===== config.mk =====
export PLATFORM = sky130hd
export DESIGN_NAME = fts_burst_ram
export DESIGN_NICKNAME = d
export VERILOG_FILES = /design/src/rtl/fts_pkg.sv /design/src/rtl/fts_lane_dec.sv /design/src/rtl/fts_burst_seq.sv /design/src/rtl/fts_array.sv /design/src/rtl/fts_burst_ram.sv
export SDC_FILE = /design/constraint.sdc
export NUM_CORES = 2
export LEC_CHECK = 0
export ABC_AREA = 1
export BUFFER_PORTS_ARGS = -buffer_cell sky130_fd_sc_hd__buf_2
export CORE_MARGIN = 3
export CORE_UTILIZATION = 25
export CTS_CLUSTER_DIAMETER = 100
export DETAILED_ROUTE_END_ITERATION = 10
export PLACE_DENSITY = 0.36
export SKIP_CTS_REPAIR_TIMING = 1
export SYNTH_ARGS = -nofsm -noshare
export SYNTH_HDL_FRONTEND = slang
export SYNTH_SLANG_ARGS = --single-unit

===== constraint.sdc =====
create_clock -name clk -period 3.7 [get_ports clk]
set_input_delay 0.185 -clock clk [delete_from_list [all_inputs] [get_ports clk]]
set_output_delay 0.185 -clock clk [all_outputs]
set_load 0.01 [all_outputs]

===== src/rtl/fts_pkg.sv =====
package fts_pkg;
  localparam int LANES  = 4;
  localparam int LANE_W = 9;
  localparam int WORD_W = LANES * LANE_W;
  localparam int BEAT_W = 2;

  typedef logic [LANES-1:0]  lane_mask_t;
  typedef logic [WORD_W-1:0] word_t;

  typedef enum logic [1:0] {
    OP_CONT  = 2'd0,
    OP_LOAD  = 2'd1,
    OP_DESEL = 2'd2,
    OP_FROZE = 2'd3
  } edge_op_e;
endpackage


===== src/rtl/fts_lane_dec.sv =====
module fts_lane_dec
  import fts_pkg::*;
(
  input  logic       gw_n,
  input  logic       bwe_n,
  input  lane_mask_t bw_n,
  output lane_mask_t lane_we
);
  always_comb begin
    if (!gw_n)      lane_we = '1;
    else if (bwe_n) lane_we = '0;
    else            lane_we = ~bw_n;
  end
endmodule


===== src/rtl/fts_burst_seq.sv =====
module fts_burst_seq
  import fts_pkg::*;
#(
  parameter int AW = 6
) (
  input  logic          clk,
  input  logic          rst_n,
  input  logic          load,
  input  logic [AW-1:0] load_addr,
  input  logic          step,
  input  logic          lin,
  output logic [AW-1:0] cur_addr,
  output logic [AW-1:0] nxt_addr
);
  logic [AW-1:0]     base_q;
  logic [BEAT_W-1:0] cnt_q;
  logic [BEAT_W-1:0] cnt_nxt;

  function automatic logic [BEAT_W-1:0] beat_ofs(input logic [BEAT_W-1:0] b,
                                                  input logic [BEAT_W-1:0] c,
                                                  input logic l);
    return l ? (b + c) : (b ^ c);
  endfunction

  assign cnt_nxt  = step ? cnt_q + 1'b1 : cnt_q;
  assign cur_addr = {base_q[AW-1:BEAT_W], beat_ofs(base_q[BEAT_W-1:0], cnt_q, lin)};
  assign nxt_addr = load ? load_addr
                  : {base_q[AW-1:BEAT_W], beat_ofs(base_q[BEAT_W-1:0], cnt_nxt, lin)};

  always_ff @(posedge clk or negedge rst_n) begin
    if (!rst_n) begin
      base_q <= '0;
      cnt_q  <= '0;
    end else if (load) begin
      base_q <= load_addr;
      cnt_q  <= '0;
    end else begin
      cnt_q  <= cnt_nxt;
    end
  end
endmodule


===== src/rtl/fts_array.sv =====
module fts_array
  import fts_pkg::*;
#(
  parameter int DEPTH = 64,
  localparam int AW = $clog2(DEPTH)
) (
  input  logic          clk,
  input  lane_mask_t    we,
  input  logic [AW-1:0] waddr,
  input  word_t         wdata,
  input  logic [AW-1:0] raddr,
  output word_t         rdata
);
  for (genvar g = 0; g < LANES; g++) begin : g_lane
    logic [LANE_W-1:0] bank [DEPTH];

    always_ff @(posedge clk) begin
      if (we[g]) bank[waddr] <= wdata[g*LANE_W +: LANE_W];
    end

    assign rdata[g*LANE_W +: LANE_W] = bank[raddr];
  end
endmodule


===== src/rtl/fts_burst_ram.sv =====
module fts_burst_ram
  import fts_pkg::*;
#(
  parameter int DEPTH = 64,
  localparam int AW = $clog2(DEPTH)
) (
  input  logic          clk,
  input  logic          rst_n,
  input  logic [AW-1:0] addr,
  input  logic          adsp_n,
  input  logic          adsc_n,
  input  logic          adv_n,
  input  logic          ce_n,
  input  logic          ce2,
  input  logic          ce2_n,
  input  logic          gw_n,
  input  logic          bwe_n,
  input  logic [3:0]    bw_n,
  input  logic [35:0]   wdata,
  input  logic          oe_n,
  input  logic          snooze,
  input  logic          burst_lin,
  output logic [35:0]   rdata,
  output logic          dq_oe
);
  edge_op_e   op;
  logic       p_take;
  logic       sel_q, wr_q;
  logic       sel_nxt;
  logic       load, step;
  lane_mask_t dec_we, arr_we;
  logic [AW-1:0] cur_addr, nxt_addr;

  assign p_take = !adsp_n && !ce_n;

  always_comb begin
    if (snooze)                 op = OP_FROZE;
    else if (p_take)            op = OP_LOAD;
    else if (!adsc_n && ce_n)   op = OP_DESEL;
    else if (!adsc_n)           op = OP_LOAD;
    else                        op = OP_CONT;
  end

  assign load = (op == OP_LOAD);
  assign step = (op == OP_CONT) && !adv_n && sel_q;

  always_comb begin
    case (op)
      OP_LOAD:  sel_nxt = ce2 && !ce2_n;
      OP_DESEL: sel_nxt = 1'b0;
      default:  sel_nxt = sel_q;
    endcase
  end

  fts_lane_dec u_dec (
    .gw_n    (gw_n),
    .bwe_n   (bwe_n),
    .bw_n    (bw_n),
    .lane_we (dec_we)
  );

  always_comb begin
    arr_we = dec_we;
    if (op == OP_FROZE || op == OP_DESEL || !sel_nxt) arr_we = '0;
    if (op == OP_LOAD && p_take)                      arr_we = '0;
  end

  fts_burst_seq #(.AW(AW)) u_seq (
    .clk       (clk),
    .rst_n     (rst_n),
    .load      (load),
    .load_addr (addr),
    .step      (step),
    .lin       (burst_lin),
    .cur_addr  (cur_addr),
    .nxt_addr  (nxt_addr)
  );

  fts_array #(.DEPTH(DEPTH)) u_arr (
    .clk   (clk),
    .we    (arr_we),
    .waddr (nxt_addr),
    .wdata (wdata),
    .raddr (cur_addr),
    .rdata (rdata)
  );

  always_ff @(posedge clk or negedge rst_n) begin
    if (!rst_n) begin
      sel_q <= 1'b0;
      wr_q  <= 1'b0;
    end else if (op != OP_FROZE) begin
      sel_q <= sel_nxt;
      wr_q  <= |arr_we;
    end
  end

  assign dq_oe = !oe_n && sel_q && !wr_q && !snooze;
endmodule


## After elaboration in Yosys (flattened, before gate mapping)

Memories as Yosys holds them, arrays and structs flattened.
Index checks and enable logic that the tools add are counted.

- Equal/unequal tests: 4
- Bitwise operators: 3
- Multiplexer cells: 22
- Reductions and logical operators: 22
- Add/subtract/negate cells: 3

Operators with widths:

| cell | count |
|---|---|
| 4-bit 2-to-1 mux | 4 |
| 2-bit 2-to-1 mux | 7 |
| 1-bit logical AND | 9 |
| 1-bit logical NOT | 9 |
| 1-bit 2-to-1 mux | 9 |
| 6-bit 2-to-1 mux | 1 |
| 2-bit adder | 2 |
| 2-bit == test, second input constant | 2 |
| 4-bit inverter | 1 |
| 4-bit OR reduction | 1 |
| 2-bit bitwise XOR | 2 |
| 2-bit by 1-bit adder with 2-bit output, second input constant | 1 |
| 2-bit by 1-bit == test with 1-bit output, second input constant | 1 |
| 2-bit logical NOT | 1 |
| 1-bit logical OR | 2 |
| 2-bit != test, second input constant | 1 |
| 1-bit case mux with 2 select lines | 1 |

- Memory bits (writable): 2304
- Output and inout port bits: 37
- Memories: 4
- Register bits after elaboration: 10

Memories:

| memory | depth | bits a word | rd ports | clocked after Yosys merged registers in | wr ports | RTL line | text |
|---|---|---|---|---|---|---|---|
| u_arr.g_lane[0].bank | 64 | 9 | 1 | 0 | 1 | fts_array.sv:15 | `logic [LANE_W-1:0] bank [DEPTH];` |
| u_arr.g_lane[1].bank | 64 | 9 | 1 | 0 | 1 | fts_array.sv:15 |  |
| u_arr.g_lane[2].bank | 64 | 9 | 1 | 0 | 1 | fts_array.sv:15 |  |
| u_arr.g_lane[3].bank | 64 | 9 | 1 | 0 | 1 | fts_array.sv:15 |  |

## Longest topological paths before layout

- Word-level depth: 13
- Gate-level depth with buffers: 18
- Gate-level depth less buffers: 16

## Cells and area by module

Synthesis repeated with hierarchy kept, for this count alone.

- Cells, all modules: 7970
- Area, all modules: 94121.5 µm²

By module, submodules not included:

| module | seq. area each (µm²) | times used | cells each | area each (µm²) |
|---|---|---|---|---|
| fts_array | 69186.4 | 1 | 7854 | 93330.8 |
| fts_burst_seq | 200.2 | 1 | 61 | 460.4 |
| fts_burst_ram | 50.0 | 1 | 51 | 310.3 |
| fts_lane_dec | 0.0 | 1 | 4 | 20.0 |

## Worst setup path after synthesis

OpenSTA, ideal clock, no wires.

- Path type: input to register
- From: in adsp_n
- To: mem u_arr.g_lane[2].bank[0][0] (enable)
- Setup time: 0.387 ns
- Path slack: 0.456 ns
- Data arrival time: 2.858 ns
- Cell stages on the path: 14
- Required time: 3.313 ns
- Cell sequence: or2_2 > nand3_1 > inv_1 > ha_1 > a21o_1 > nand2_1 > inv_1 > ha_1 > nand2_1 > nand2_1 > clkinv_1 > nand4_1 > buf_2 > nor3_1

- Cells in the longest elaborated chain, start to end: 12
- Elaborated cells on any way between the ends: 24
- Classes of those cells: add/sub (1); eq/ne (3); mux (10); bitwise (1); reduce/logical (9)

RTL lines:

| what | RTL line | text |
|---|---|---|
| start, declared | fts_burst_ram.sv:10 | `input logic adsp_n,` |
| 1-bit logical NOT (*) | fts_burst_ram.sv:34 | `assign p_take = !adsp_n && !ce_n;` |
| 1-bit logical AND (*) | fts_burst_ram.sv:34 |  |
| 2-bit 2-to-1 mux | fts_burst_ram.sv:38 | `else if (p_take) op = OP_LOAD;` |
| 2-bit 2-to-1 mux | fts_burst_ram.sv:37 | `if (snooze) op = OP_FROZE;` |
| 2-bit == test or 2-bit by 1-bit == test with 1-bit output (tied branches) | n/a |  |
| 1-bit case mux with 2 select lines | fts_burst_ram.sv:48 | `case (op)` |
| 1-bit logical NOT | fts_burst_ram.sv:64 | `if (op == OP_FROZE \|\| op == OP_DESEL \|\| !sel_nxt) arr_we = '0;` |
| 1-bit logical OR | fts_burst_ram.sv:64 |  |
| 4-bit 2-to-1 mux | fts_burst_ram.sv:64 |  |
| 4-bit 2-to-1 mux | fts_burst_ram.sv:65 | `if (op == OP_LOAD && p_take) arr_we = '0;` |
| 1-bit 2-to-1 mux | fts_array.sv:18 | `if (we[g]) bank[waddr] <= wdata[g*LANE_W +: LANE_W];` |
| 1-bit 2-to-1 mux (implied by the code) | fts_array.sv:18 |  |
| end, declared | fts_array.sv:15 |  |

Mark *: on every way between the ends. The rest lies on a longest branch, timed or not.

## Worst setup path after layout

- From: reg u_seq.base_q[0]
- To: out rdata[20]

- Cells in the longest elaborated chain, start to end: 3
- Elaborated cells on any way between the ends: 4
- Classes of those cells: add/sub (1); mux (1); bitwise (1); memory (1)

RTL lines:

| what | RTL line | text |
|---|---|---|
| start, declared | fts_burst_seq.sv:15 | `logic [AW-1:0] base_q;` |
| start signal, assigned | fts_burst_seq.sv:35 | `base_q <= load_addr;` |
| 2-bit adder or 2-bit bitwise XOR (tied branches) | fts_burst_seq.sv:22 | `return l ? (b + c) : (b ^ c);` |
| 2-bit 2-to-1 mux (*) | fts_burst_seq.sv:22 |  |
| memory 64 x 9 bit (*) | n/a |  |
| end, declared | fts_burst_ram.sv:23 | `output logic [35:0] rdata,` |

Marks and branches as above.

==> run metrics <==
sequential area share after synthesis 0.714; clk sinks 2314; nets@finish 8839; Num CTS Buffers 276; Area Overhead vs Synth 25.8%; sequential share of power 0.408; cell-internal power 49.7 mW; IO Pins 96; first-pass GRT wire length 509000 um; Final Critical Period 3.92 ns; worst r2r src sel_q$_DFFE_PN0N_; Final Worst Setup Slack -0.223 ns; peak supply drop 301 uV; pins over their slew limit 0; Routed WL 384000 um; Rel. slew slack 0.194; critical path cell sequence ha_4, buf_6, buf_16, buf_12, clkbuf_16, buf_6, clkbuf_16, nand2_1, a21boi_1, nand3_1, nand3_1, nand3_2, nand3_1, nand2_1, nand2_1, nand2_2, buf_6; P_sw 21.3 mW; required time of the critical path 3.51 ns; DRC violations left 0; clock root buffer clkbuf_16; placed instance area 108000 sq um; Initial Utilization 0.252; core region area 387000 sq um; largest net degree at the start of global routing 94; final number of setup-violating endpoints 36; number of vias per cell 4.69; initial antenna violation count 19; Slowest cell on crit path dfrtp_1; detailed placer's ending HPWL 231000 um; Routed wire per std cell 27.1 um; Hold Violations, Final 1; first drt pass iteration count 5; vias in the first global route 66000; share of layout cells above drive strength 1 0.193; Ys Warns 0; worst min-delay path startpoint ce2; htree depth 5; most frequent cells in the layout edfxtp_1 (2304), nand2_1 (1834), nand3_1 (1064), nor2_1 (679), buf_4 (541); CP bufs+invs 7; drt first-iter violations 6291; count of cell types in the netlist 37; Leak 43.7 nW; min-delay worst type in2reg; IO buf count 95; Startpoint Class flip-flop; Antenna Violating Nets Remaining 0; CTS tree yes; Crit path max-delay family buffers and inverters; final hold slack -0.0489 ns; chip width 630 um; floorplan row count 228; Setup TNS -6.06 ns; Slew @ Worst Pin 1.21 ns; Synth Flop Type edfxtp_1; max cap viols 0; gr ovfl total 0; critical path class reg2out; Max Fclk 255 MHz; Clock Tree Buf Depth 4; period utilization 1.06; Mapped Nets 8179; die height 630 um; clock share of power 0.377; RSZ-0062 raised after global routing true; critical path startpoint u_seq.base_q[0]$_DFFE_PN0N_; DR vias 66400; GRT Util Overall 0.177; die area 397000 sq um; Clock transition at path regs 0.07 ns; Largest stage delay, worst path 0.42 ns; status finished with violations; cells after synthesis 8114; Arr. time, crit path 3.74 ns; clk_skew 0.0469 ns; Post-Syn Area per Cell 12.0 sq um; synthesized cell area 97300 sq um; final instance area 122000 sq um; combinational share of power 0.215; gp weighted congestion 0.813; Post-Route Utilization 0.317; failing checks negative hold slack, negative setup slack; FFs w/ async S/R, synth 0.00432; Worst Path Max Fanout 8; power per cell area 580 nW/um^2; sw frac 0.300; Worst-Skew Late Latency 0.90 ns; CP endpoint kind primary output; synthesis-stage register bit count 2314; Post-synth EDFFs 2304; most common cell after layout, fill and taps aside edfxtp_1
## power by group through the flow
stage	combinational (mW)	sequential, mW	clock, mW
4_1_cts	12.8	28.9	27.5
3_3_place_gp	12.8	29.5	0
6_report	15.3	28.9	26.7
5_1_grt	16.3	28.9	28.5
3_5_place_dp	12.8	29.5	0
2_1_floorplan	6.39	29.4	0
## per-layer routing
layer,global-route usage,part of all wire,vias up
met3,0.0217,0.047,450
met1,0.245,0.45,34000
met5,0,0.000060,-
met4,0.0436,0.025,4
li1,-,-,30100
met2,0.294,0.48,1820
## cells by family (layout without fill, tap and decap cells)
kind of cell | after synthesis | count (layout) | synth area share
buf+inv | 696 | 1564 | 0.0320
compound gates | 637 | 637 | 0.0403
fa+ha+maj | 6 | 6 | 0.000772
flops | 2314 | 2314 | 0.714
xor+xnor | 1 | 1 | 0.0000900
mux | 252 | 252 | 0.0259
simple gates | 4208 | 4208 | 0.187
other cells | 0 | 12 | 0
## synth_stat cells, types with 2 or more instances
cell	n	area, sq um
o21ai_0	335	1680
buf_2	237	1190
nand2_1	1968	7390
nand3_1	1183	5920
edfxtp_1	2304	69200
inv_1	116	435
nor2_2	7	43.8
a21boi_0	265	1990
or2_2	39	244
buf_6	10	113
o21ai_1	2	10.0
nor2_1	693	2600
mux2i_1	252	2520
nand3b_1	72	541
and2_0	72	450
clkbuf_1	201	754
dfrtp_1	10	250
or2_1	2	12.5
o211ai_1	19	143
nand4_1	38	238
inv_2	15	56.3
nand2_2	2	12.5
nor3_2	18	180
buf_1	81	304
a21oi_1	13	65.1
ha_1	6	75.1
buf_4	33	248
clkinv_1	2	7.51
nor3_1	111	556
## sequential cells by signal, indices dropped and copies added, names as in the netlist
register           cells
u_arr.g_lane.bank   2304
u_seq.base_q           6
u_seq.cnt_q            2
sel_q                  1
wr_q                   1
## per-stage QoR
step	cells	hold WS (ns)	setup slack [ns]	power, mW
floorplan	8114	-0.111	0.456	35.8
global placement	13500	0.162	-0.649	42.3
detailed placement	13500	0.157	-0.290	42.2
CTS	14000	-0.842	-0.993	69.2
global route	14200	0.00411	-0.381	73.8
finish	14200	-0.0489	-0.223	71.0
## final timing paths
check,endpoint,slack (ns),depth (start not counted)
worst min-delay path,sel_q$_DFFE_PN0N_,-0.05,5
worst min register to register,sel_q$_DFFE_PN0N_,0.55,2
min in group asynchronous,u_seq.base_q[0]$_DFFE_PN0N_,0.71,3
max in group asynchronous,u_seq.base_q[2]$_DFFE_PN0N_,2.39,3
worst max register to register,u_arr.g_lane[2].bank[17][4]$_DFFE_PP_,0.22,15
worst max-delay path,rdata[20],-0.22,17
## tightest hold or removal path: cells and delay by family
family	cells	cell delay [ns]
and+or+nand+nor	2	0.23
buffers and inverters	1	0.08
AOI/OAI and AO/OA	2	0.30
## final cells by class
| cell class | count | area [sq um] |
|---|---|---|
| diodes | 12 | 30.0 |
| clock buffers | 334 | 7290 |
| clock inverters | 152 | 1430 |
| fillers | 38800 | 264000 |
| inverters | 134 | 564 |
| multi-input cells | 5104 | 26200 |
| flip-flops and latches | 2314 | 69400 |
| well taps | 5175 | 6470 |
| repair buffers | 942 | 10900 |
| repair inverters | 2 | 27.5 |
Power figures use the tool's default switching activity.
